`src/rtl/uirq_pkg.sv`:
```
package uirq_pkg;
  localparam int TX_BIT  = 5;
  localparam int RX_BIT  = 4;
  localparam int DSR_BIT = 3;
  localparam int DCD_BIT = 2;

  typedef enum logic [1:0] {
    ADDR_ENABLE = 2'd0,
    ADDR_RAW    = 2'd1,
    ADDR_MASKED = 2'd2,
    ADDR_CLEAR  = 2'd3
  } reg_addr_e;
endpackage

```
`src/rtl/uirq_level_mon.sv`:
```
module uirq_level_mon #(
  parameter int LVL_W = 5
) (
  input  logic             clk,
  input  logic             rst_n,
  input  logic [LVL_W-1:0] level,
  input  logic [LVL_W:0]   thr,
  output logic             went_up,
  output logic             went_down
);
  logic [LVL_W-1:0] prev_q;
  logic [LVL_W:0]   cur_w, prev_w;

  always_ff @(posedge clk or negedge rst_n) begin
    if (!rst_n) prev_q <= '0;
    else        prev_q <= level;
  end

  assign cur_w     = {1'b0, level};
  assign prev_w    = {1'b0, prev_q};
  assign went_up   = (prev_w < thr) && (cur_w >= thr);
  assign went_down = (prev_w >= thr) && (cur_w < thr);
endmodule

```
`src/rtl/uirq_flag.sv`:
```
module uirq_flag (
  input  logic clk,
  input  logic rst_n,
  input  logic set_i,
  input  logic clr_i,
  output logic q
);
  always_ff @(posedge clk or negedge rst_n) begin
    if (!rst_n)     q <= 1'b0;
    else if (set_i) q <= 1'b1;
    else if (clr_i) q <= 1'b0;
  end
endmodule

```
`src/rtl/uirq_regfile.sv`:
```
module uirq_regfile
  import uirq_pkg::*;
#(
  parameter int                DATA_W    = 8,
  parameter logic [DATA_W-1:0] VALID_BITS = '0
) (
  input  logic              clk,
  input  logic              rst_n,
  input  logic              bus_wr,
  input  logic [1:0]        bus_addr,
  input  logic [DATA_W-1:0] bus_wdata,
  input  logic [DATA_W-1:0] raw_word,
  output logic [DATA_W-1:0] masked_word,
  output logic [DATA_W-1:0] bus_rdata,
  output logic              w1c_hit
);
  reg_addr_e         addr;
  logic [DATA_W-1:0] enable_q;

  assign addr = reg_addr_e'(bus_addr);

  always_ff @(posedge clk or negedge rst_n) begin
    if (!rst_n)
      enable_q <= '0;
    else if (bus_wr && addr == ADDR_ENABLE)
      enable_q <= bus_wdata & VALID_BITS;
  end

  assign masked_word = raw_word & enable_q;
  assign w1c_hit     = bus_wr && (addr == ADDR_CLEAR);

  always_comb begin
    unique case (addr)
      ADDR_ENABLE: bus_rdata = enable_q;
      ADDR_RAW:    bus_rdata = raw_word;
      ADDR_MASKED: bus_rdata = masked_word;
      default:     bus_rdata = '0;
    endcase
  end
endmodule

```
`src/rtl/uart_irq_ctrl.sv`:
```
module uart_irq_ctrl
  import uirq_pkg::*;
#(
  parameter int LVL_W    = 5,
  parameter int DATA_W   = 8,
  parameter bit MODEM_EN = 1'b1
) (
  input  logic              clk,
  input  logic              rst_n,
  input  logic              fifo_en,
  input  logic              eot_mode,
  input  logic [LVL_W-1:0]  tx_level,
  input  logic [LVL_W-1:0]  rx_level,
  input  logic [LVL_W-1:0]  tx_trig,
  input  logic [LVL_W-1:0]  rx_trig,
  input  logic              tx_push,
  input  logic              rx_pop,
  input  logic              tx_done,
  input  logic              dsr_chg,
  input  logic              dcd_chg,
  input  logic              bus_wr,
  input  logic [1:0]        bus_addr,
  input  logic [DATA_W-1:0] bus_wdata,
  output logic [DATA_W-1:0] bus_rdata,
  output logic              irq
);
  localparam int NSRC      = MODEM_EN ? 4 : 2;
  localparam int VALID_INT = (1 << TX_BIT) | (1 << RX_BIT) |
                             (MODEM_EN ? ((1 << DSR_BIT) | (1 << DCD_BIT)) : 0);
  localparam logic [DATA_W-1:0] VALID_BITS = VALID_INT[DATA_W-1:0];
  localparam logic [LVL_W:0]    THR_ONE    = 1;
  localparam int SRC_POS [4] = '{TX_BIT, RX_BIT, DSR_BIT, DCD_BIT};

  logic [LVL_W:0]    tx_thr, rx_thr;
  logic              tx_up, tx_dn, rx_up, rx_dn;
  logic [3:0]        src_set, src_clr, src_q;
  logic [DATA_W-1:0] raw_word, masked_word;
  logic              w1c_hit;

  // Threshold of a level monitor: "at or above thr" counts as crossed.
  assign tx_thr = fifo_en ? ({1'b0, tx_trig} + THR_ONE) : THR_ONE;
  assign rx_thr = fifo_en ? {1'b0, rx_trig} : THR_ONE;

  uirq_level_mon #(.LVL_W(LVL_W)) u_tx_mon (
    .clk(clk), .rst_n(rst_n), .level(tx_level), .thr(tx_thr),
    .went_up(tx_up), .went_down(tx_dn)
  );

  uirq_level_mon #(.LVL_W(LVL_W)) u_rx_mon (
    .clk(clk), .rst_n(rst_n), .level(rx_level), .thr(rx_thr),
    .went_up(rx_up), .went_down(rx_dn)
  );

  always_comb begin
    src_set[0] = eot_mode ? tx_done : tx_dn;
    src_set[1] = rx_up;
    src_set[2] = dsr_chg;
    src_set[3] = dcd_chg;
    src_clr[0] = (w1c_hit && bus_wdata[TX_BIT])  || (fifo_en ? tx_up : tx_push);
    src_clr[1] = (w1c_hit && bus_wdata[RX_BIT])  || (fifo_en ? rx_dn : rx_pop);
    src_clr[2] = w1c_hit && bus_wdata[DSR_BIT];
    src_clr[3] = w1c_hit && bus_wdata[DCD_BIT];
  end

  for (genvar s = 0; s < 4; s++) begin : g_src
    if (s < NSRC) begin : g_on
      uirq_flag u_flag (
        .clk(clk), .rst_n(rst_n), .set_i(src_set[s]), .clr_i(src_clr[s]),
        .q(src_q[s])
      );
    end else begin : g_off
      assign src_q[s] = 1'b0;
    end
  end

  always_comb begin
    raw_word = '0;
    for (int s = 0; s < 4; s++) raw_word[SRC_POS[s]] = src_q[s];
  end

  uirq_regfile #(.DATA_W(DATA_W), .VALID_BITS(VALID_BITS)) u_regs (
    .clk(clk), .rst_n(rst_n), .bus_wr(bus_wr), .bus_addr(bus_addr),
    .bus_wdata(bus_wdata), .raw_word(raw_word), .masked_word(masked_word),
    .bus_rdata(bus_rdata), .w1c_hit(w1c_hit)
  );

  always_ff @(posedge clk or negedge rst_n) begin
    if (!rst_n) irq <= 1'b0;
    else        irq <= |masked_word;
  end
endmodule

```
`config.mk`:
```
export PLATFORM = sky130hd
export DESIGN_NAME = uart_irq_ctrl
export DESIGN_NICKNAME = d
export VERILOG_FILES = /design/src/rtl/uirq_pkg.sv /design/src/rtl/uirq_level_mon.sv /design/src/rtl/uirq_flag.sv /design/src/rtl/uirq_regfile.sv /design/src/rtl/uart_irq_ctrl.sv
export SDC_FILE = /design/constraint.sdc
export NUM_CORES = 1
export LEC_CHECK = 0
export CORE_MARGIN = 2
export CORE_UTILIZATION = 30
export CTS_CLUSTER_DIAMETER = 150
export CTS_CLUSTER_SIZE = 10
export DETAILED_ROUTE_END_ITERATION = 6
export PLACE_DENSITY = 0.61
export SETUP_SLACK_MARGIN = 0.4
export SLEW_MARGIN = 20
export SYNTH_ARGS = -nofsm -noshare
export SYNTH_HDL_FRONTEND = slang
export SYNTH_HIERARCHICAL = 1
export SYNTH_SLANG_ARGS = --single-unit
```
`constraint.sdc`:
```
create_clock -name clk -period 5.3 [get_ports clk]
set_clock_uncertainty 0.2 [all_clocks]
set_input_delay 1.59 -clock clk [delete_from_list [all_inputs] [get_ports clk]]
set_output_delay 1.59 -clock clk [all_outputs]
set_load 0.01 [all_outputs]
```
==> out/summary.log <==
INFO  run_status     status=completed
INFO  worst_setup_path critPathArrivalTime=2.76ns
INFO  logic_synthesis netlist_instances=156
INFO  floorplanning  design.die.area=5730µm²
INFO  clocking       cts_hold_buf=0
INFO  detailed_routing viasPerCell=4.43
INFO  logic_synthesis synthAdderAreaFrac=17.0%
INFO  logic_synthesis yosys_warnings=6
INFO  detailed_routing dr_iter_0_viols=29
INFO  sta            max_slew_margin=38.7%
INFO  worst_setup_path crit_chain=clkdlybuf4s50_1, buf_4, nand2b_1, a32o_1, dlymetal6s2s_1
INFO  sta            totalNegativeSetupSlack=0ns
INFO  sta            maxSlewViolCount=0
INFO  detailed_routing routedWlPerCell=10.8µm
INFO  final_layout   num_antenna_cells=0
INFO  floorplanning  die-height=75.7µm
INFO  sta            max_clock_freq=220MHz
INFO  worst_hold_path whs_endpoint=g_src[2].g_on.u_flag/q
INFO  detailed_routing routed_wl=3.01mm
INFO  sta            report.final.setup_viol=0
INFO  worst_hold_path holdCritStartpoint=g_src[2].g_on.u_flag/q
INFO  floorplanning  die_width=75.7µm
INFO  worst_setup_path crit-reg2reg-capture=g_src[0].g_on.u_flag/q
INFO  clocking       htree_levels=1
INFO  global_route   grt_pass1_wl=5.31mm
INFO  global_route   grt_start_max_net_pins=20
INFO  floorplanning  floorplan.initialDensity=30.6%
INFO  sta            final_hold_viol_count=0
INFO  final_layout   final_cell_area=2110µm²
INFO  floorplanning  floorplan.io_pins=49
INFO  worst_setup_path critPathRequiredTime=3.51ns
INFO  detailed_routing antenna_violating_nets_post_route=0
INFO  worst_hold_path whs_path_cells=1
INFO  logic_synthesis post_synth_and_or_nand_nor_area_fraction=20.5%
INFO  logic_synthesis post_synth.cell_area_avg=9.89µm²
INFO  worst_setup_path classification_of_the_worst_setup_path=in -> out
INFO  logic_synthesis synth_xor_area_share=0.568%
INFO  clocking       clk_sinks=19
INFO  clocking       ctsLongestPathBuffers=2
INFO  logic_synthesis synth-compound-area-share=17.8%
INFO  logic_synthesis netlist-cell-type-count=30
INFO  worst_setup_path worst_path_dominant_cell_family=buffers and inverters
INFO  sta            grt_setup_unrepaired=false
INFO  logic_synthesis yosys-mux-area-fraction=4.95%
INFO  worst_setup_path slowest_stage=sky130_fd_sc_hd__clkdlybuf4s50_1
INFO  placement      gpl.final_weighted_congestion=0.756
INFO  global_route   grt_met1_use=16.6%
INFO  global_route   use_met3=2.38%
INFO  final_layout   layout.cells.most_common=sky130_fd_sc_hd__clkdlybuf4s50_1
INFO  floorplanning  core=5040µm²
INFO  placement      detailed_place.area=2050µm²
INFO  global_route   vias_in_the_first_global_route=1,210
INFO  power          total_leakage_power=0.000985µW
INFO  detailed_routing drc_errors=0
INFO  clocking       post_cts_resized=3
INFO  final_layout   drive_above_1_share=16.7%
INFO  floorplanning  core.rowCount=26
INFO  logic_synthesis main_combinational_cell_family_by_area_after_synthesis=simple AND/OR/NAND/NOR gates
INFO  logic_synthesis synth_sequential_area_ratio=30.8%
INFO  worst_setup_path buffers_and_inverters_on_the_worst_path=3
INFO  run            max_cap_violations=0
INFO  clocking       clk_pin_slew=0.07ns
INFO  detailed_routing routed-via-count=1,236
INFO  clocking       cts_setup_buffers=0
INFO  global_route   highest_utilization_routing_layer_at_the_global_route_stage=met2
INFO  worst_setup_path reg2reg_from=u_tx_mon/prev_q[3]
INFO  worst_setup_path reg2regPathDepth=7
INFO  global_route   grt.overflow.total=0
INFO  clocking       clock_insertion_delay_worst_skew=0.25ns
INFO  clocking       cts_root_buf=sky130_fd_sc_hd__clkbuf_8
INFO  detailed_routing drt_pre_antenna_iters=4
INFO  sta            tightest_slew=0.917ns
INFO  global_route   grt_util_met2=19.4%
INFO  sta            layout_worst_path_cycle_share=85.8%
INFO  worst_setup_path timing.critical_path.slowest_cell_delay=0.52ns
INFO  global_route   antenna_found_initial=0
INFO  placement      portBuffers=40
INFO  sta            post-route-min-period=4.55ns
INFO  clocking       numCtsBuffers=3
INFO  placement      dp.final_hpwl=2.48mm
INFO  clocking       cts_tree=done
INFO  final_layout   layout.nets=271
INFO  global_route   grt_use_total=12.1%
INFO  worst_hold_path min-delay-path-class=reg -> reg
INFO  worst_setup_path critical_path_source_type=input port
INFO  power          ir_worst_vdd=0.0801mV
INFO  worst_setup_path largest_driver_fanout_on_the_critical_path=6
INFO  logic_synthesis postSynthRegisterBits=19
INFO  logic_synthesis synth.cell_area=1540µm²
INFO  worst_setup_path worst-r2r-setup-slack=3.34ns
INFO  power          power.density_cell_area=191nW/µm²
INFO  final_layout   most-common-layout-cells=sky130_fd_sc_hd__clkdlybuf4s50_1, sky130_fd_sc_hd__ha_1, sky130_fd_sc_hd__inv_1
INFO  worst_setup_path setup.worst_path.end_class=output pin
INFO  final_layout   syn2layout_area_growth=36.9%
cells by family after synthesis:
logic type      count (synthesis)
fa+ha+maj                      21
flops                          19
compound gates                 34
other cells                     2
xor+xnor                        1
buf+inv                        26
simple gates                   46
mux                             7
sequential cells by signal, summed over array words and instances, names as in the netlist:
name and cells:
g_src.g_on.u_flag/q 4, irq 1, u_regs/enable_q 4, u_rx_mon/prev_q 5
u_tx_mon/prev_q 5
power breakdown:
group	switching (µW)	internal (µW)	total, µW
Combinational	55.1	79.7	135
Sequential	9.14	158	168
Clock	49.0	52.2	101
Total	113	290	404
area by class of cell:
type	count	area [µm²]
Timing Repair Buffer	42	424
Tap cell	70	87.6
Multi-Input combinational cell	123	1000
Sequential cell	19	475
Clock buffer	3	41.3
Inverter	21	78.8
Clock inverter	1	5.00
Fill cell	516	2930
routing by layer:
layer / up-vias / routed length, µm
met3: 2 / 158
met2: 27 / 1330
met4: 0 / 17
li1: 639 / -
met5: - / 0
met1: 568 / 1500
metrics by stage:
stage | std cells | power, µW | utilization [%] | setup slack [ns] | hold slack, ns
floorplan | 168 | 251 | - | 1.41 | 0.280
global placement | 275 | 306 | 40.6 | 0.323 | 0.316
detailed placement | 275 | 308 | 40.6 | 0.284 | 0.317
CTS | 279 | 412 | 41.7 | 0.438 | 0.340
global route | 279 | 435 | 41.9 | 0.681 | 0.359
finish | 279 | 404 | 41.9 | 0.751 | 0.334
synth_stat cells, drive strengths merged:
cell,instances,share of area [%]
ha,21,17
inv,21,5.1
dfrtp,19,31
and2,16,7.3
a21oi,12,5.4
nand2b,11,4.5
a21o,8,4.1
buf,5,2.7
mux2,5,3.6
a32o,4,2.6
nand2,4,1.5
nand4b,4,2.3
o221a,4,2.9
o22ai,4,1.6
nor2b,3,1.2
a221o,2,1.3
conb,2,0.49
mux2i,2,1.3
nand3,2,0.65
nor4,2,0.81
and3,1,0.49
nand4,1,0.41
nor2,1,0.24
nor3b,1,1.2
xor2,1,0.57
worst max-delay path by stage:
stage | startpoint | end | slack [ns] | cells past startpoint
6_report | bus_addr[1] | bus_rdata[5] | 0.75 | 5
5_1_grt | bus_addr[1] | bus_rdata[2] | 0.68 | 5
4_1_cts | bus_addr[1] | bus_rdata[3] | 0.44 | 5
3_5_place_dp | bus_addr[0] | bus_rdata[2] | 0.28 | 5
3_3_place_gp | bus_addr[0] | bus_rdata[2] | 0.32 | 5
2_1_floorplan | bus_addr[0] | bus_rdata[2] | 1.41 | 2
Note: power is estimated with default switching activity, not from simulation.
